File: src/rtl/bus_xcvr_pkg.sv
package bus_xcvr_pkg;

  // Source choice for the word sent toward the opposite bus
  typedef enum logic {
    SRC_LIVE   = 1'b0,
    SRC_STORED = 1'b1
  } src_sel_e;

endpackage

File: src/rtl/bus_xcvr_capture.sv
// One direction's storage register with a capture strobe
module bus_xcvr_capture #(
  parameter int W = 8
) (
  input  logic         clk,
  input  logic         rst_n,
  input  logic         cap,
  input  logic [W-1:0] bus_val,
  output logic [W-1:0] q
);

  always_ff @(posedge clk or negedge rst_n) begin
    if (!rst_n) begin
      q <= '0;
    end else if (cap) begin
      q <= bus_val;
    end
  end

endmodule

File: src/rtl/bus_xcvr_path.sv
// Output side of one direction: live/stored choice, optional inversion, drive enable
module bus_xcvr_path
  import bus_xcvr_pkg::*;
#(
  parameter int W      = 8,
  parameter bit INVERT = 1'b0
) (
  input  logic         en,
  input  logic         sel,
  input  logic [W-1:0] live,
  input  logic [W-1:0] stored,
  output logic [W-1:0] dout,
  output logic [W-1:0] oe
);

  src_sel_e     src;
  logic [W-1:0] picked;

  assign src = src_sel_e'(sel);

  always_comb begin
    unique case (src)
      SRC_STORED: picked = stored;
      default:    picked = live;
    endcase
  end

  generate
    if (INVERT) begin : g_inv
      assign dout = ~picked;
    end else begin : g_thru
      assign dout = picked;
    end
  endgenerate

  assign oe = {W{en}};

endmodule

File: src/rtl/bus_xcvr_reg.sv
// Registered bidirectional bus transceiver between buses A and B
module bus_xcvr_reg
  import bus_xcvr_pkg::*;
#(
  parameter int W      = 8,
  parameter bit INVERT = 1'b0
) (
  input  logic         clk,
  input  logic         rst_n,
  input  logic [W-1:0] a_in,
  output logic [W-1:0] a_out,
  output logic [W-1:0] a_oe,
  input  logic [W-1:0] b_in,
  output logic [W-1:0] b_out,
  output logic [W-1:0] b_oe,
  input  logic         ab_en,
  input  logic         ba_en_n,
  input  logic         ab_sel,
  input  logic         ba_sel,
  input  logic         ab_cap,
  input  logic         ba_cap
);

  logic [W-1:0] q_ab;
  logic [W-1:0] q_ba;
  logic [W-1:0] a_seen;
  logic [W-1:0] b_seen;
  logic         drive_a;
  logic         drive_b;

  assign drive_a = ~ba_en_n;
  assign drive_b = ab_en;

  // A driven bus carries the block's own word; otherwise the pin value
  assign a_seen = drive_a ? a_out : a_in;
  assign b_seen = drive_b ? b_out : b_in;

  bus_xcvr_capture #(.W(W)) u_ab_store (
    .clk     (clk),
    .rst_n   (rst_n),
    .cap     (ab_cap),
    .bus_val (a_seen),
    .q       (q_ab)
  );

  bus_xcvr_capture #(.W(W)) u_ba_store (
    .clk     (clk),
    .rst_n   (rst_n),
    .cap     (ba_cap),
    .bus_val (b_seen),
    .q       (q_ba)
  );

  // Live paths take the pin inputs, so no combinational loop forms
  bus_xcvr_path #(.W(W), .INVERT(INVERT)) u_to_b (
    .en     (drive_b),
    .sel    (ab_sel),
    .live   (a_in),
    .stored (q_ab),
    .dout   (b_out),
    .oe     (b_oe)
  );

  bus_xcvr_path #(.W(W), .INVERT(INVERT)) u_to_a (
    .en     (drive_a),
    .sel    (ba_sel),
    .live   (b_in),
    .stored (q_ba),
    .dout   (a_out),
    .oe     (a_oe)
  );

endmodule

File: config.mk
export PLATFORM = sky130hd
export DESIGN_NAME = bus_xcvr_reg
export DESIGN_NICKNAME = d
export VERILOG_FILES = /design/src/rtl/bus_xcvr_pkg.sv /design/src/rtl/bus_xcvr_capture.sv /design/src/rtl/bus_xcvr_path.sv /design/src/rtl/bus_xcvr_reg.sv
export SDC_FILE = /design/constraint.sdc
export NUM_CORES = 1
export LEC_CHECK = 0
export BUFFER_PORTS_ARGS = -buffer_cell sky130_fd_sc_hd__buf_2
export CAP_MARGIN = 30
export CORE_MARGIN = 5
export CORE_UTILIZATION = 25
export DETAILED_ROUTE_END_ITERATION = 16
export PLACE_DENSITY = 0.54
export SLEW_MARGIN = 30
export SYNTH_ARGS = -nofsm -noshare
export SYNTH_HDL_FRONTEND = slang
export SYNTH_SLANG_ARGS = --single-unit
File: constraint.sdc
create_clock -name clk -period 1.4 [get_ports clk]
set_clock_uncertainty 0.1 [all_clocks]
set_input_delay 0 -clock clk [delete_from_list [all_inputs] [get_ports clk]]
set_output_delay 0 -clock clk [all_outputs]
set_load 0.01 [all_outputs]
==> results of run 1 <==
## repair_timing
action	CTS	global route
gates resized for setup	0	0
endpoints found under the hold margin	23	0
buffers inserted	0	0
hold buffers	8	0
## stage by stage
step / utilization (%) / total power, mW / cells
floorplan: - / 0.854 / 105
global placement: 29.4 / 0.979 / 193
detailed placement: 29.4 / 0.991 / 193
CTS: 31.9 / 1.37 / 204
global route: 31.9 / 1.43 / 204
finish: 31.9 / 1.34 / 204
## area by class of cell
cell class	count	share of cell area (%)
multi-input cells	66	41.6
flip-flops and latches	16	26.7
clock buffers	3	2.75
well taps	54	4.51
inverters	1	0.250
repair buffers	64	24.2
## power groups by stage
stage               Sequential (mW)  Clock, mW  Combinational (mW)
finish                        0.549      0.352               0.443
global route                  0.555      0.384               0.487
CTS                           0.548      0.367               0.454
detailed placement            0.556          0               0.434
global placement              0.554          0               0.425
floorplan                     0.548          0               0.306
## flip-flops by register name (all words and copies together), names as in the netlist
| register | count |
|---|---|
| u_ba_store.q | 8 |
| u_ab_store.q | 8 |
## routing by layer
metal / vias up / wire length [um] / GRT usage, %
met5: - / 0 / 0
met4: 0 / 0 / 2.58
met3: 0 / 271 / 2.95
met2: 33 / 1610 / 19.1
met1: 450 / 1340 / 11.8
li1: 452 / - / -
## path summary, 6_finish.rpt
check,to
setup / recovery,b_out[3]
hold / removal,u_ba_store.q[3]
setup reg to reg,u_ba_store.q[7]
hold reg to reg,u_ba_store.q[1]
max in group asynchronous,u_ba_store.q[0]
min in group asynchronous,u_ba_store.q[5]
## cells in the mapped netlist
library cell,instances,area (sq um)
buf_4,17,128
a211o_1,16,140
dfrtp_1,16,400
mux2_4,16,240
nor2b_1,9,56.3
and2b_1,8,60.1
and3_1,8,50.1
and3b_1,8,70.1
buf_2,3,15.0
buf_6,2,22.5
and2_1,1,6.26
inv_1,1,3.75
## kinds of logic after synthesis
family	Yosys count	synth area share, %
AOI/OAI and AO/OA	16	11.8
buffers and inverters	23	14.2
DFF	16	33.6
muxes	16	20.1
and+or+nand+nor	34	20.4
## placed cells by master (no fill, tap or decap)
master / instances
nor2b_1: 9
inv_1: 1
mux2_4: 16
and2_1: 1
buf_4: 1
dfrtp_1: 16
clkbuf_8: 3
buf_2: 55
and3_1: 8
dlygate4sd3_1: 8
a211o_1: 16
and3b_1: 8
and2b_1: 8
## worst min-delay path: stages
cell	delay, ns
buf_2	0.09
and3b_1	0.14
a211o_1	0.09
==> impl_metrics.tcl, run 1 <==
set metrics [dict create \
    path_cells "dlygate4sd3_1, buf_2, mux2_4, buf_2" \
    regArea_sq_um 400 \
    wl_um 3220 \
    vias 935 \
    grt_pass1_wl_um 5060 \
    antenna_found_initial 0 \
    p_sw_share_pct 29.0 \
    whs_ns -0.00163 \
    clk_path_buf_depth 2 \
    r2r_cells 2 \
    slew_headroom_pct 61.5 \
    clock_sinks 16 \
    overflow 0 \
    p_per_area_nw_per_um2 897 \
    io_pins 56 \
    htree_levels 1 \
    path_buf_inv 3 \
    crit_cells 4 \
    crit_path_start "a_in[3]" \
    drc_errors 0 \
    seqPwrFrac_pct 40.8 \
    detail_route.first_pass.iterations 4 \
    cp_slowest_stage_delay_ns 0.53 \
    die-area_sq_um 6250 \
    required_ns 1.30 \
    synth_seq_cells 16 \
    hp-start "b_in[3]" \
    area_growth_pct 25.7 \
    cts_tree "yes" \
    avgSynthCellArea_sq_um 11.4 \
    rsz0062_at_grt "false" \
    crit_type "input pin to output pin" \
    dp_slack_ns 0.276 \
    start_util_pct 25.4 \
    dpl.hpwl_um 2390 \
    via_per_inst 4.58 \
    syn_nets 129 \
    gp_congestion 0.682 \
    crit-reg2reg-launch "u_ab_store.q[7]" \
    nNetsFinal 176 \
    worst_hold_path_type "input pin to flip-flop" \
    fin_area_sq_um 1500 \
    fin_setup_tns_ns 0 \
    regToRegSetupSlack_ns 0.29 \
    synth_cell_types 12 \
    max_cap_violations 0 \
    drtIter0Drc 34 \
    clock_latency_ns 0.25 \
    core_sq_um 4690 \
    clk_pin_slew_worst_paths_ns 0.06 \
    track_usage_pct 10.4 \
    startpoint_type "input pin" \
    multiInputGateArea_sq_um 623 \
    tightest_slew_ns 0.576 \
    die_x_um 79.1 \
    finalSetupViolCount 0 \
    fmax_mhz 848 \
    rows 25 \
    p_leak_nw 0.908 \
    chipHeight_um 79.1 \
    combPwrFrac_pct 33.0 \
    syn-cell-area_sq_um 1190 \
    grt_pass1_vias 1011 \
    internal_power_uw 955 \
    finalMaxSlewViolations 0 \
    finalHoldViolations 1 \
    root_buffer "clkbuf_8" \
    grt_max_degree 18 \
    crit_family "buffers and inverters" \
    critPathSlowestCell "dlygate4sd3_1" \
    ir_worst_vdd_v 0.000302 \
    min_delay_path_depth 3 \
    dpl_cell_area_sq_um 1380 \
    ant_nets 0 \
    cts_inserted_buffers 3 \
    cp-end-kind "output pin" \
    arrival_ns 1.08 \
    io_buffer_count 55 \
    violations "hold timing" \
    final.setup.worst_slack_ns 0.220 \
    yosysSeqAreaShare_pct 33.6 \
    run_status "complete, but fails checks" \
    ys_warn_count 0 \
    worst-path-max-fanout 2 \
    pwr-share-clk_pct 26.2 \
    switchingPower_uw 390 \
    cpMostUsedCell "buf_2" \
    syn_inst 105 \
    fin_crit_sh_pct 84.3 \
    drive_gt1_share_pct 50.0 \
    insertedDiodeCount 0 \
    min_period_ns 1.18 \
    fillers 483 \
    wl_per_cell_um 15.8 \
]
No activity file was read; power rests on OpenSTA's default activity.
==> inputs of run 2 (changes only) <==
clock period = 1.2 ns   (was 1.4 ns; I/O delays follow)
==> run 2 against run 1 <==
The flow now finishes without violations. Combinational power rose by 23%. Routed wire length rose by 6.3%. Final cell count rose by 1.5%. Critical path depth did not move. Clock-buffer cell count rose by 1. Register-to-register slack got worse by 0.22 ns. Non-clock buffer count rose by 2. Utilization rose by 1.3 points. Global-route usage rose by 1.0 points. Largest cell class unchanged. Highest routed layer is now met4.
==> impl_metrics.tcl, run 2 (synthesized netlist as in run 1, its figures left out) <==
set metrics [dict create \
    slew_headroom_pct 51.8 \
    rows 25 \
    die-area_sq_um 6250 \
    crit_type "input pin to output pin" \
    wl_um 3430 \
    clk_path_buf_depth 2 \
    final_cell_mix "buf_2, mux2_4, a211o_1, dfrtp_1" \
    antenna_found_initial 0 \
    run_status "complete, no violations" \
    drive_gt1_share_pct 49.7 \
    worst-path-max-fanout 2 \
    chipHeight_um 79.1 \
    hp-start "a_in[7]" \
    required_ns 1.10 \
    min_period_ns 1.18 \
    post_cts_buffers 0 \
    worst_hold_path_type "input pin to flip-flop" \
    clk_pin_slew_worst_paths_ns 0.07 \
    io_pins 56 \
    htree_levels 1 \
    fmax_mhz 844 \
    fin_crit_sh_pct 98.7 \
    drc_errors 0 \
    wl_per_cell_um 16.6 \
    grt_max_degree 18 \
    dp_slack_ns 0.0646 \
    crit-reg2reg-launch "u_ab_store.q[0]" \
    cts_inserted_buffers 3 \
    fin_setup_tns_ns 0 \
    final.setup.worst_slack_ns 0.0158 \
    detail_route.first_pass.iterations 4 \
    insertedDiodeCount 0 \
    arrival_ns 1.08 \
    dpl.hpwl_um 2460 \
    path_buf_inv 3 \
    r2r_cells 2 \
    core_sq_um 4690 \
    area_growth_pct 30.7 \
    grt_pass1_wl_um 5490 \
    ir_worst_vdd_v 0.000409 \
    finalMaxSlewViolations 0 \
    ant_nets 0 \
    vias 969 \
    crit_family "buffers and inverters" \
    track_usage_pct 11.4 \
    cts_tree "yes" \
    clock_sinks 16 \
    max_cap_violations 0 \
    cp_slowest_stage_delay_ns 0.54 \
    regToRegSetupSlack_ns 0.07 \
    io_buffer_count 55 \
    rsz0062_at_grt "false" \
    finalSetupViolCount 0 \
    rr_endpoint "u_ba_store.q[0]" \
    gp_congestion 0.697 \
    reg_top3 "u_ab_store.q (8), u_ba_store.q (8)" \
    cp-end-kind "output pin" \
    grt_pass1_vias 1045 \
    nNetsFinal 178 \
    path_cells "dlygate4sd3_1, buf_2, mux2_4, buf_2" \
    die_x_um 79.1 \
    drtIter0Drc 71 \
    start_util_pct 25.4 \
    startpoint_type "input pin" \
    finalHoldViolations 0 \
    tightest_slew_ns 0.722 \
    mostFrequentLayoutCell "buf_2" \
    root_buffer "clkbuf_8" \
    p_leak_nw 0.940 \
    via_per_inst 4.68 \
    clock_latency_ns 0.25 \
    p_per_area_nw_per_um2 1070 \
    overflow 0 \
    p_total_mw 1.67 \
    critPathSlowestCell "dlygate4sd3_1" \
    cpMostUsedCell "buf_2" \
    min_delay_path_depth 3 \
    holdPathEnd "u_ab_store.q[7]" \
]
## run 2: where the power goes
part | total (mW) | switching [mW] | internal [mW]
clock | 0.485 | 0.193 | 0.291
combinational | 0.547 | 0.242 | 0.305
sequential | 0.642 | 0.0337 | 0.608
## run 2: per-stage QoR
stage,std cells,utilization (%),cell area (sq um),hold WS (ns)
final,207,33.2,1560,0.00351
after global routing,207,33.2,1560,0.00716
after CTS,208,32.8,1540,0.00158
after detailed placement,194,29.5,1390,-0.155
after global placement,194,29.5,1390,-0.165
after floorplan,105,-,1190,-0.396
## run 2: metal layers
metal,vias up,GRT usage [%],wire [um]
met5,-,0,0
met4,0,3.09,27
met3,2,2.04,220
met2,36,18.9,1650
met1,476,15.4,1530
li1,455,-,-
## run 2: area by class of cell
class / count / area, sq um
multi-input combinational: 66 / 623
clock buffer: 4 / 55.1
timing repair buffer: 66 / 409
fill: 483 / 3130
sequential: 16 / 400
tap: 54 / 67.6
inverter: 1 / 3.75
## run 2: worst max path at each step
stage	start	endpoint	slack (ns)	cells after the start
after CTS	a_in[2]	b_out[2]	0.01	4
after global routing	b_in[5]	a_out[5]	0.0006	4
after floorplan	u_ba_store.q[0]	u_ab_store.q[0]	0.11	2
after detailed placement	ba_cap	u_ba_store.q[4]	0.06	3
after global placement	ba_sel	u_ab_store.q[4]	0.09	3
final	b_in[5]	a_out[5]	0.02	4
## run 2: what timing repair did
action                                 CTS  global route
endpoints found under the hold margin   25             0
hold buffers                            10             0
gates resized for setup                  0             6
setup endpoints to repair                0             4
## run 2: worst min-delay path, cell delays in order
cell,delay [ns]
buf_2,0.09
and3_1,0.15
a211o_1,0.09
